**config.mk**
```make
export PLATFORM = sky130hd
export DESIGN_NAME = slowclk_sel
export DESIGN_NICKNAME = d
export VERILOG_FILES = /design/src/rtl/slowclk_pkg.sv /design/src/rtl/slowclk_rcdiv.sv /design/src/rtl/slowclk_watch.sv /design/src/rtl/slowclk_regs.sv /design/src/rtl/slowclk_sel.sv
export SDC_FILE = /design/constraint.sdc
export NUM_CORES = 1
export LEC_CHECK = 0
export BUFFER_PORTS_ARGS = -buffer_cell sky130_fd_sc_hd__buf_2
export CORE_ASPECT_RATIO = 1.25
export CORE_MARGIN = 3
export CORE_UTILIZATION = 56
export CTS_CLUSTER_SIZE = 40
export DETAILED_ROUTE_END_ITERATION = 8
export PLACE_DENSITY = 0.85
export SETUP_SLACK_MARGIN = 0.5
export SYNTH_ARGS = -nofsm -noshare
export SYNTH_HDL_FRONTEND = slang
export SYNTH_SLANG_ARGS = --single-unit
export TNS_END_PERCENT = 20
```
**constraint.sdc**
```tcl
create_clock -name clk -period 4.6 [get_ports clk]
set_input_delay 1.15 -clock clk [delete_from_list [all_inputs] [get_ports clk]]
set_output_delay 1.15 -clock clk [all_outputs]
set_load 0.01 [all_outputs]
```
**src/rtl/slowclk_pkg.sv**
```systemverilog
package slowclk_pkg;
  localparam int          REG_W    = 32;
  localparam logic [15:0] CTRL_KEY = 16'h16AA;
  localparam int          BIT_SEL  = 0;
  localparam int          BIT_EXT  = 4;
  localparam int          BIT_BYP  = 15;

  typedef enum logic [1:0] {
    REG_CTRL = 2'd0,
    REG_DIV  = 2'd1,
    REG_GATE = 2'd2,
    REG_WIN  = 2'd3
  } reg_addr_e;

  typedef struct packed {
    logic byp;
    logic ext_en;
    logic sel;
  } ctrl_t;
endpackage

```
**src/rtl/slowclk_rcdiv.sv**
```systemverilog
module slowclk_rcdiv #(
  parameter int FIX_DIV = 32,
  parameter int PW      = 5
) (
  input  logic          clk,
  input  logic          rst_n,
  input  logic          rc_tick,
  input  logic [PW-1:0] div_p,
  output logic          int_tick
);
  localparam int CW = (FIX_DIV > 1) ? $clog2(FIX_DIV) : 1;

  logic          pre_tick;
  logic [PW-1:0] c2_q, c2_d;

  generate
    if (FIX_DIV > 1) begin : g_fix
      logic [CW-1:0] c1_q, c1_d;
      logic          c1_last;
      assign c1_last  = (c1_q == CW'(FIX_DIV - 1));
      assign pre_tick = rc_tick && c1_last;

      always_comb begin
        c1_d = c1_q;
        if (rc_tick) c1_d = c1_last ? '0 : c1_q + CW'(1);
      end

      always_ff @(posedge clk or negedge rst_n) begin
        if (!rst_n) c1_q <= '0;
        else        c1_q <= c1_d;
      end

      assert_fix_bound_R3: assert property (@(posedge clk) disable iff (!rst_n)
        c1_q <= CW'(FIX_DIV - 1));
    end else begin : g_nofix
      assign pre_tick = rc_tick;
    end
  endgenerate

  always_comb begin
    c2_d = c2_q;
    if (pre_tick) c2_d = (c2_q >= div_p) ? '0 : c2_q + PW'(1);
  end

  always_ff @(posedge clk or negedge rst_n) begin
    if (!rst_n) c2_q <= '0;
    else        c2_q <= c2_d;
  end

  assign int_tick = pre_tick && (c2_q >= div_p);

  assert_tick_needs_rc_R3: assert property (@(posedge clk) disable iff (!rst_n)
    int_tick |-> rc_tick);
endmodule

```
**src/rtl/slowclk_watch.sv**
```systemverilog
module slowclk_watch #(
  parameter int WIN_W = 8
) (
  input  logic             clk,
  input  logic             rst_n,
  input  logic             int_tick,
  input  logic             ext_tick,
  input  logic             sel,
  input  logic             byp,
  input  logic [WIN_W-1:0] win,
  output logic             fail
);
  logic             mon;
  logic [WIN_W-1:0] cnt_q, cnt_d;

  assign mon  = sel && !byp && (win != '0);
  assign fail = mon && int_tick && !ext_tick && (cnt_q >= win - WIN_W'(1));

  always_comb begin
    cnt_d = cnt_q;
    if (!mon || ext_tick || fail) cnt_d = '0;
    else if (int_tick)            cnt_d = cnt_q + WIN_W'(1);
  end

  always_ff @(posedge clk or negedge rst_n) begin
    if (!rst_n) cnt_q <= '0;
    else        cnt_q <= cnt_d;
  end

  assert_no_fail_on_ext_R6: assert property (@(posedge clk) disable iff (!rst_n)
    ext_tick |-> !fail);
  assert_zero_win_quiet_R9: assert property (@(posedge clk) disable iff (!rst_n)
    (win == '0) |-> !fail);
endmodule

```
**src/rtl/slowclk_regs.sv**
```systemverilog
module slowclk_regs
  import slowclk_pkg::*;
#(
  parameter int PW      = 5,
  parameter int WIN_W   = 8,
  parameter int WIN_RST = 16
) (
  input  logic             clk,
  input  logic             rst_n,
  input  logic             bus_we,
  input  logic [1:0]       bus_addr,
  input  logic [REG_W-1:0] bus_wdata,
  input  logic             fail,
  output ctrl_t            ctrl,
  output logic [PW-1:0]    div_p,
  output logic             gate,
  output logic [WIN_W-1:0] win,
  output logic [REG_W-1:0] bus_rdata
);
  ctrl_t            ctrl_q, ctrl_d;
  logic [PW-1:0]    div_q, div_d;
  logic             gate_q, gate_d;
  logic [WIN_W-1:0] win_q, win_d;
  logic             ctrl_hit, key_ok, key_wr;

  assign ctrl_hit = bus_we && (bus_addr == REG_CTRL);
  assign key_ok   = (bus_wdata[REG_W-1:16] == CTRL_KEY);
  assign key_wr   = ctrl_hit && key_ok;

  always_comb begin
    ctrl_d = ctrl_q;
    div_d  = div_q;
    gate_d = gate_q;
    win_d  = win_q;
    if (key_wr) begin
      ctrl_d.sel    = bus_wdata[BIT_SEL];
      ctrl_d.ext_en = bus_wdata[BIT_EXT];
      ctrl_d.byp    = bus_wdata[BIT_BYP];
    end
    if (bus_we && bus_addr == REG_DIV)  div_d  = bus_wdata[PW-1:0];
    if (bus_we && bus_addr == REG_GATE) gate_d = bus_wdata[0];
    if (bus_we && bus_addr == REG_WIN)  win_d  = bus_wdata[WIN_W-1:0];
    if (fail) ctrl_d.sel = 1'b0;
  end

  always_ff @(posedge clk or negedge rst_n) begin
    if (!rst_n) begin
      ctrl_q <= '0;
      div_q  <= '0;
      gate_q <= 1'b0;
      win_q  <= WIN_W'(WIN_RST);
    end else begin
      ctrl_q <= ctrl_d;
      div_q  <= div_d;
      gate_q <= gate_d;
      win_q  <= win_d;
    end
  end

  always_comb begin
    bus_rdata = '0;
    case (bus_addr)
      REG_CTRL: begin
        bus_rdata[BIT_SEL] = ctrl_q.sel;
        bus_rdata[BIT_EXT] = ctrl_q.ext_en;
        bus_rdata[BIT_BYP] = ctrl_q.byp;
      end
      REG_DIV:  bus_rdata[PW-1:0]    = div_q;
      REG_GATE: bus_rdata[0]         = gate_q;
      default:  bus_rdata[WIN_W-1:0] = win_q;
    endcase
  end

  assign ctrl  = ctrl_q;
  assign div_p = div_q;
  assign gate  = gate_q;
  assign win   = win_q;

  assert_keyless_hold_R1: assert property (@(posedge clk) disable iff (!rst_n)
    (ctrl_hit && !key_ok && !fail) |=> $stable(ctrl_q));
  assert_fallback_R4: assert property (@(posedge clk) disable iff (!rst_n)
    fail |=> !ctrl_q.sel);
  assert_bypass_keep_R5: assert property (@(posedge clk) disable iff (!rst_n)
    (ctrl_q.sel && ctrl_q.byp && !key_wr) |=> ctrl_q.sel);
endmodule

```
**src/rtl/slowclk_sel.sv**
```systemverilog
module slowclk_sel
  import slowclk_pkg::*;
#(
  parameter int FIX_DIV = 32,
  parameter int PW      = 5,
  parameter int WIN_W   = 8,
  parameter int WIN_RST = 16
) (
  input  logic             clk,
  input  logic             rst_n,
  input  logic             rc_tick,
  input  logic             ext_tick,
  input  logic             bus_we,
  input  logic [1:0]       bus_addr,
  input  logic [REG_W-1:0] bus_wdata,
  output logic [REG_W-1:0] bus_rdata,
  output logic             slow_tick,
  output logic             slow_out
);
  ctrl_t            ctrl;
  logic [PW-1:0]    div_p;
  logic             gate;
  logic [WIN_W-1:0] win;
  logic             int_tick, fail, src_tick;
  logic             tick_q, tick_d, out_q, out_d;

  slowclk_regs #(.PW(PW), .WIN_W(WIN_W), .WIN_RST(WIN_RST)) u_regs (
    .clk(clk), .rst_n(rst_n), .bus_we(bus_we), .bus_addr(bus_addr),
    .bus_wdata(bus_wdata), .fail(fail), .ctrl(ctrl), .div_p(div_p),
    .gate(gate), .win(win), .bus_rdata(bus_rdata)
  );

  slowclk_rcdiv #(.FIX_DIV(FIX_DIV), .PW(PW)) u_div (
    .clk(clk), .rst_n(rst_n), .rc_tick(rc_tick), .div_p(div_p),
    .int_tick(int_tick)
  );

  slowclk_watch #(.WIN_W(WIN_W)) u_watch (
    .clk(clk), .rst_n(rst_n), .int_tick(int_tick), .ext_tick(ext_tick),
    .sel(ctrl.sel), .byp(ctrl.byp), .win(win), .fail(fail)
  );

  assign src_tick = ctrl.sel ? ext_tick : int_tick;

  always_comb begin
    tick_d = src_tick;
    out_d  = src_tick && gate;
  end

  always_ff @(posedge clk or negedge rst_n) begin
    if (!rst_n) begin
      tick_q <= 1'b0;
      out_q  <= 1'b0;
    end else begin
      tick_q <= tick_d;
      out_q  <= out_d;
    end
  end

  assign slow_tick = tick_q;
  assign slow_out  = out_q;

  assert_internal_quiet_R2: assert property (@(posedge clk) disable iff (!rst_n)
    (!ctrl.sel && !int_tick) |=> !slow_tick);
  assert_external_pass_R2: assert property (@(posedge clk) disable iff (!rst_n)
    (ctrl.sel && ext_tick) |=> slow_tick);
  assert_gate_subset_R7: assert property (@(posedge clk) disable iff (!rst_n)
    slow_out |-> slow_tick);
  assert_gate_off_R7: assert property (@(posedge clk) disable iff (!rst_n)
    !gate |=> !slow_out);
endmodule

```
After elaboration in Yosys (flattened, before gate mapping)
Cells that the tools add are included.

word-level totals
  logic and storage cells = 58
  bits of input ports = 39
  output and inout port bits = 34
  register bits = 37

cells by class
  magnitude comparators = 2
  multiplexer cells = 12
  equal/unequal tests = 5
  reduce and logical (&&, ||, !) cells = 24
  add/sub/neg operators = 4

operators with widths
  cell                  count
  $eq 16x13->1 const B  1
  $mux 8                2
  $logic_and 1x1->1     13
  $add 5x1->5 const B   2
  $mux 5                2
  $add 8x1->8 const B   1
  $ge 8x8->1            1
  $reduce_bool 8->1     1
  $sub 8x1->8 const B   1
  $pmux 1 s3            2
  $pmux 3 s2            1
  $eq 5x5->1 const B    1
  $ge 5x5->1            1
  $eq 2x2->1 const B    2
  $mux 1                4
  $reduce_bool 2->1     2
  $logic_not 1->1       3
  $mux 3                1
  $reduce_or 3->1       1
  $eq 2x1->1 const B    1
  $logic_not 2->1       1
  $logic_or 1x1->1      2
  $reduce_or 2->1       1

Longest topological paths before layout
  depth in word-level cells = 8
  mapped depth = 11
  depth with buffers taken out = 10

By module
Synthesis repeated with hierarchy kept, for this count alone.

unflattened totals
  cell total of the unflattened synthesis = 251
  area, all modules = 2543.7 µm²

modules (own cells, without submodules)
  module         area an instance (µm²)  cells each  instances  sequential area each (µm²)
  slowclk_regs   1019.7                  88          1          426.7
  slowclk_watch  797.0                   93          1          200.2
  slowclk_rcdiv  653.1                   66          1          250.2
  slowclk_sel    73.8                    4           1          50.0

Least setup slack after synthesis
Ideal clock, no wire load.

  path kind = input to output
  start point = input bus_addr[0]
  end point = output bus_rdata[0]
  buffers on the path = 1
  required time = 3450 ps
  path slack = 1726 ps
  stages on the path = 2
  arrival = 1724 ps
  path through = clkbuf_1 -> mux4_2

between the ends
  cells in the longest elaborated chain, start to end = 2
  elaborated cells on any way between the ends = 4
  those cells by class = 2 x eq/ne; 1 x mux; 1 x reduce/logical

ends and longest elaborated chain
  item                                      RTL line            source
  start: declaration                        slowclk_sel.sv:14   input logic [1:0] bus_addr,
  $eq 2x2->1, or another cell as far along  slowclk_regs.sv:62  case (bus_addr)
  $pmux 1 s3 (*)                            slowclk_regs.sv:62
  end: declaration                          slowclk_sel.sv:16   output logic [REG_W-1:0] bus_rdata,

Every way passes the cells marked *; elsewhere a longest branch is shown, timed or not.

Worst setup path in the final report
  start point = input bus_addr[1]
  end point = output bus_rdata[0]

Same word-level chain as after synthesis.

==> impl_metrics.toml <==
[logic_synthesis]
synth_edf_count = 0
netlist_instances = 260
synth_warnings = 0
yosys_most_used_dff = "dfrtp_1"
syn_area_um2 = 2510
ys_seq_area_frac = 0.369
synth.avg_cell_area_um2 = 9.65
synth-seq-cells = 37
synth.distinct_cells = 48
async_flop_share = 1.00

[layout]
diodes = 0
drive_gt1_frac = 0.254
final_cell_mix = "42 x buf_2, 36 x dfrtp_1, 24 x nand2_1"
fillers = 342
layout.nets = 360
layout_commonest_cell = "buf_2"
area_growth_syn_to_layout_pct = 9.57

[power_and_ir_drop]
p_int_uw = 606
p_sw_uw = 284
pwr-share-seq = 0.479
switching_share = 0.319
p_leak_uw = 0.00132
power_frac_clock = 0.267
power_density_nw_per_um2 = 324
power_frac_comb = 0.253
ir_worst_vdd_mv = 0.225

[placement]
portBuffers = 42
routabilityCongestion = 0.779
place_hpwl_um = 3850

[run]
drv_cap = 0

[die]
pin_count = 73
die_w_um = 65.9
core_um2 = 4200
die_y_um = 80.9
die_area_um2 = 5330
placementRows = 26
initial_utilization = 0.598

[cts]
cts_resized = 0
cts_setup_buffers = 0
cts_tree = "built"
htreeDepth = 2
numCtsBuffers = 5
holdBufCountCts = 0
worstSkewPairLatency_ps = 290
clock_tree.buffer_depth = 2
cts-root-buf = "clkbuf_8"
path_clk_slew_ps = 70
clock-sinks = 37

[timing]
fin_skew_ps = 11.5
rsz0062_at_grt = "false"
hold_ws_ps = 494
slew_headroom = 0.443
final_max_slew_viol_count = 0
fmax_mhz = 308
setup_violations = 0
finalHoldViolCount = 0
fin_setup_tns_ps = 0
min_period_over_period = 0.706
max_slew.worst_pin.slew_ps = 835
min_period_ps = 3250

[grt]
grt_max_degree = 38
grt_util_met1 = 0.229
grtUsageMet2 = 0.382
grtUsageMet3 = 0.0484
first_global_vias = 1970
grt_use_total = 0.207
grt-ovfl-total = 0
busiest_layer = "met2"
antenna_found_initial = 0
grt_pass1_wl_um = 8560

[critical_path]
cp_max_fo = 13
required_ps = 3450
cp-start-kind = "input port"
path_class = "in2out"
cp-end-kind = "output pin"
crit_arrival_ps = 2100
r2r_slack_ps = 1780

[drt]
dr.pass1.iters = 4
vias = 1925
vias_per_cell = 5.36
drt-total-wl_um = 5040
final_antenna_net_count = 0
avgRoutedWirePerCell_um = 14.1
first_iter_violations = 111
drc = 0

[hold_path]
hold_path_class = "reg2reg"

[run_status]
status = "finished clean"
Yosys cell counts, types with 6 or more instances:
| cell | number | area, µm² |
|---|---|---|
| dfrtp_1 | 36 | 901 |
| buf_4 | 24 | 180 |
| nand2_1 | 24 | 90.1 |
| ha_1 | 19 | 238 |
| mux2_2 | 18 | 203 |
| nand3_1 | 16 | 80.1 |
| nor2_1 | 13 | 48.8 |
| inv_1 | 11 | 41.3 |
| o21ai_0 | 10 | 50.1 |
| a21oi_1 | 9 | 45.0 |
| and3_1 | 6 | 37.5 |
through the flow:
stage	total power, µW	cell area (µm²)	instances	setup WS (ps)	util
4_1_cts	899	2750	359	1350	0.655
6_report	891	2750	359	1350	0.655
5_1_grt	956	2750	359	1320	0.655
2_1_floorplan	600	2590	282	1730	-
3_5_place_dp	658	2660	351	1350	0.633
3_3_place_gp	641	2660	351	1350	0.633
sequential cells by signal, indices dropped and copies added (netlist names):
| register | flops |
|---|---|
| u_div.c2_q | 5 |
| slow_tick | 1 |
| u_div.g_fix.c1_q | 5 |
| u_regs.gate | 1 |
| u_regs.div_p | 5 |
| slow_out | 1 |
| u_regs.win | 8 |
| u_watch.cnt_q | 8 |
| u_regs.ctrl | 3 |
power by group through the flow:
stage	clock network [µW]	registers, µW	logic, µW
floorplan	0	417	183
global placement	0	428	213
detailed placement	0	431	227
CTS	243	427	229
global route	259	434	263
finish	238	427	226
final cells by class:
class	instances	area, µm²	area share
Clock inverter	1	7.51	0.00273
Inverter	11	41.3	0.0150
Timing Repair Buffer	42	210	0.0764
Tap cell	56	70.1	0.0255
Sequential cell	37	927	0.337
Clock buffer	7	86.3	0.0314
Multi-Input combinational cell	205	1410	0.512
path summary, 6_finish.rpt:
| check | startpoint | to | cells after the start |
|---|---|---|---|
| max | bus_addr[1] | bus_rdata[0] | 3 |
| min | u_div.g_fix.c1_q[3] | u_div.g_fix.c1_q[3] | 1 |
| max reg2reg | u_regs.win[2] | u_watch.cnt_q[2] | 9 |
| min reg2reg | u_div.g_fix.c1_q[3] | u_div.g_fix.c1_q[3] | 1 |
| max in group asynchronous | rst_n | u_div.g_fix.c1_q[0] | 1 |
| min in group asynchronous | rst_n | u_watch.cnt_q[4] | 1 |
critical path: stages:
cell and delay [ps]:
buf_2 240, mux4_2 550, buf_2 150
kinds of logic after synthesis:
group                      synth area share
other                               0.00149
buffers and inverters                 0.103
DFF                                   0.369
muxes                                 0.110
xor gates and xnor gates             0.0209
adders and majority gates            0.0947
AOI/OAI and AO/OA                     0.105
and+or+nand+nor                       0.196
per-layer routing:
metal,wire length [µm],part of all wire,vias to the layer above
met5,0,0,-
met4,72,0.014,0
met2,2900,0.57,28
li1,-,-,962
met1,1920,0.38,924
met3,151,0.030,11
(Power assumes the default switching activity.)
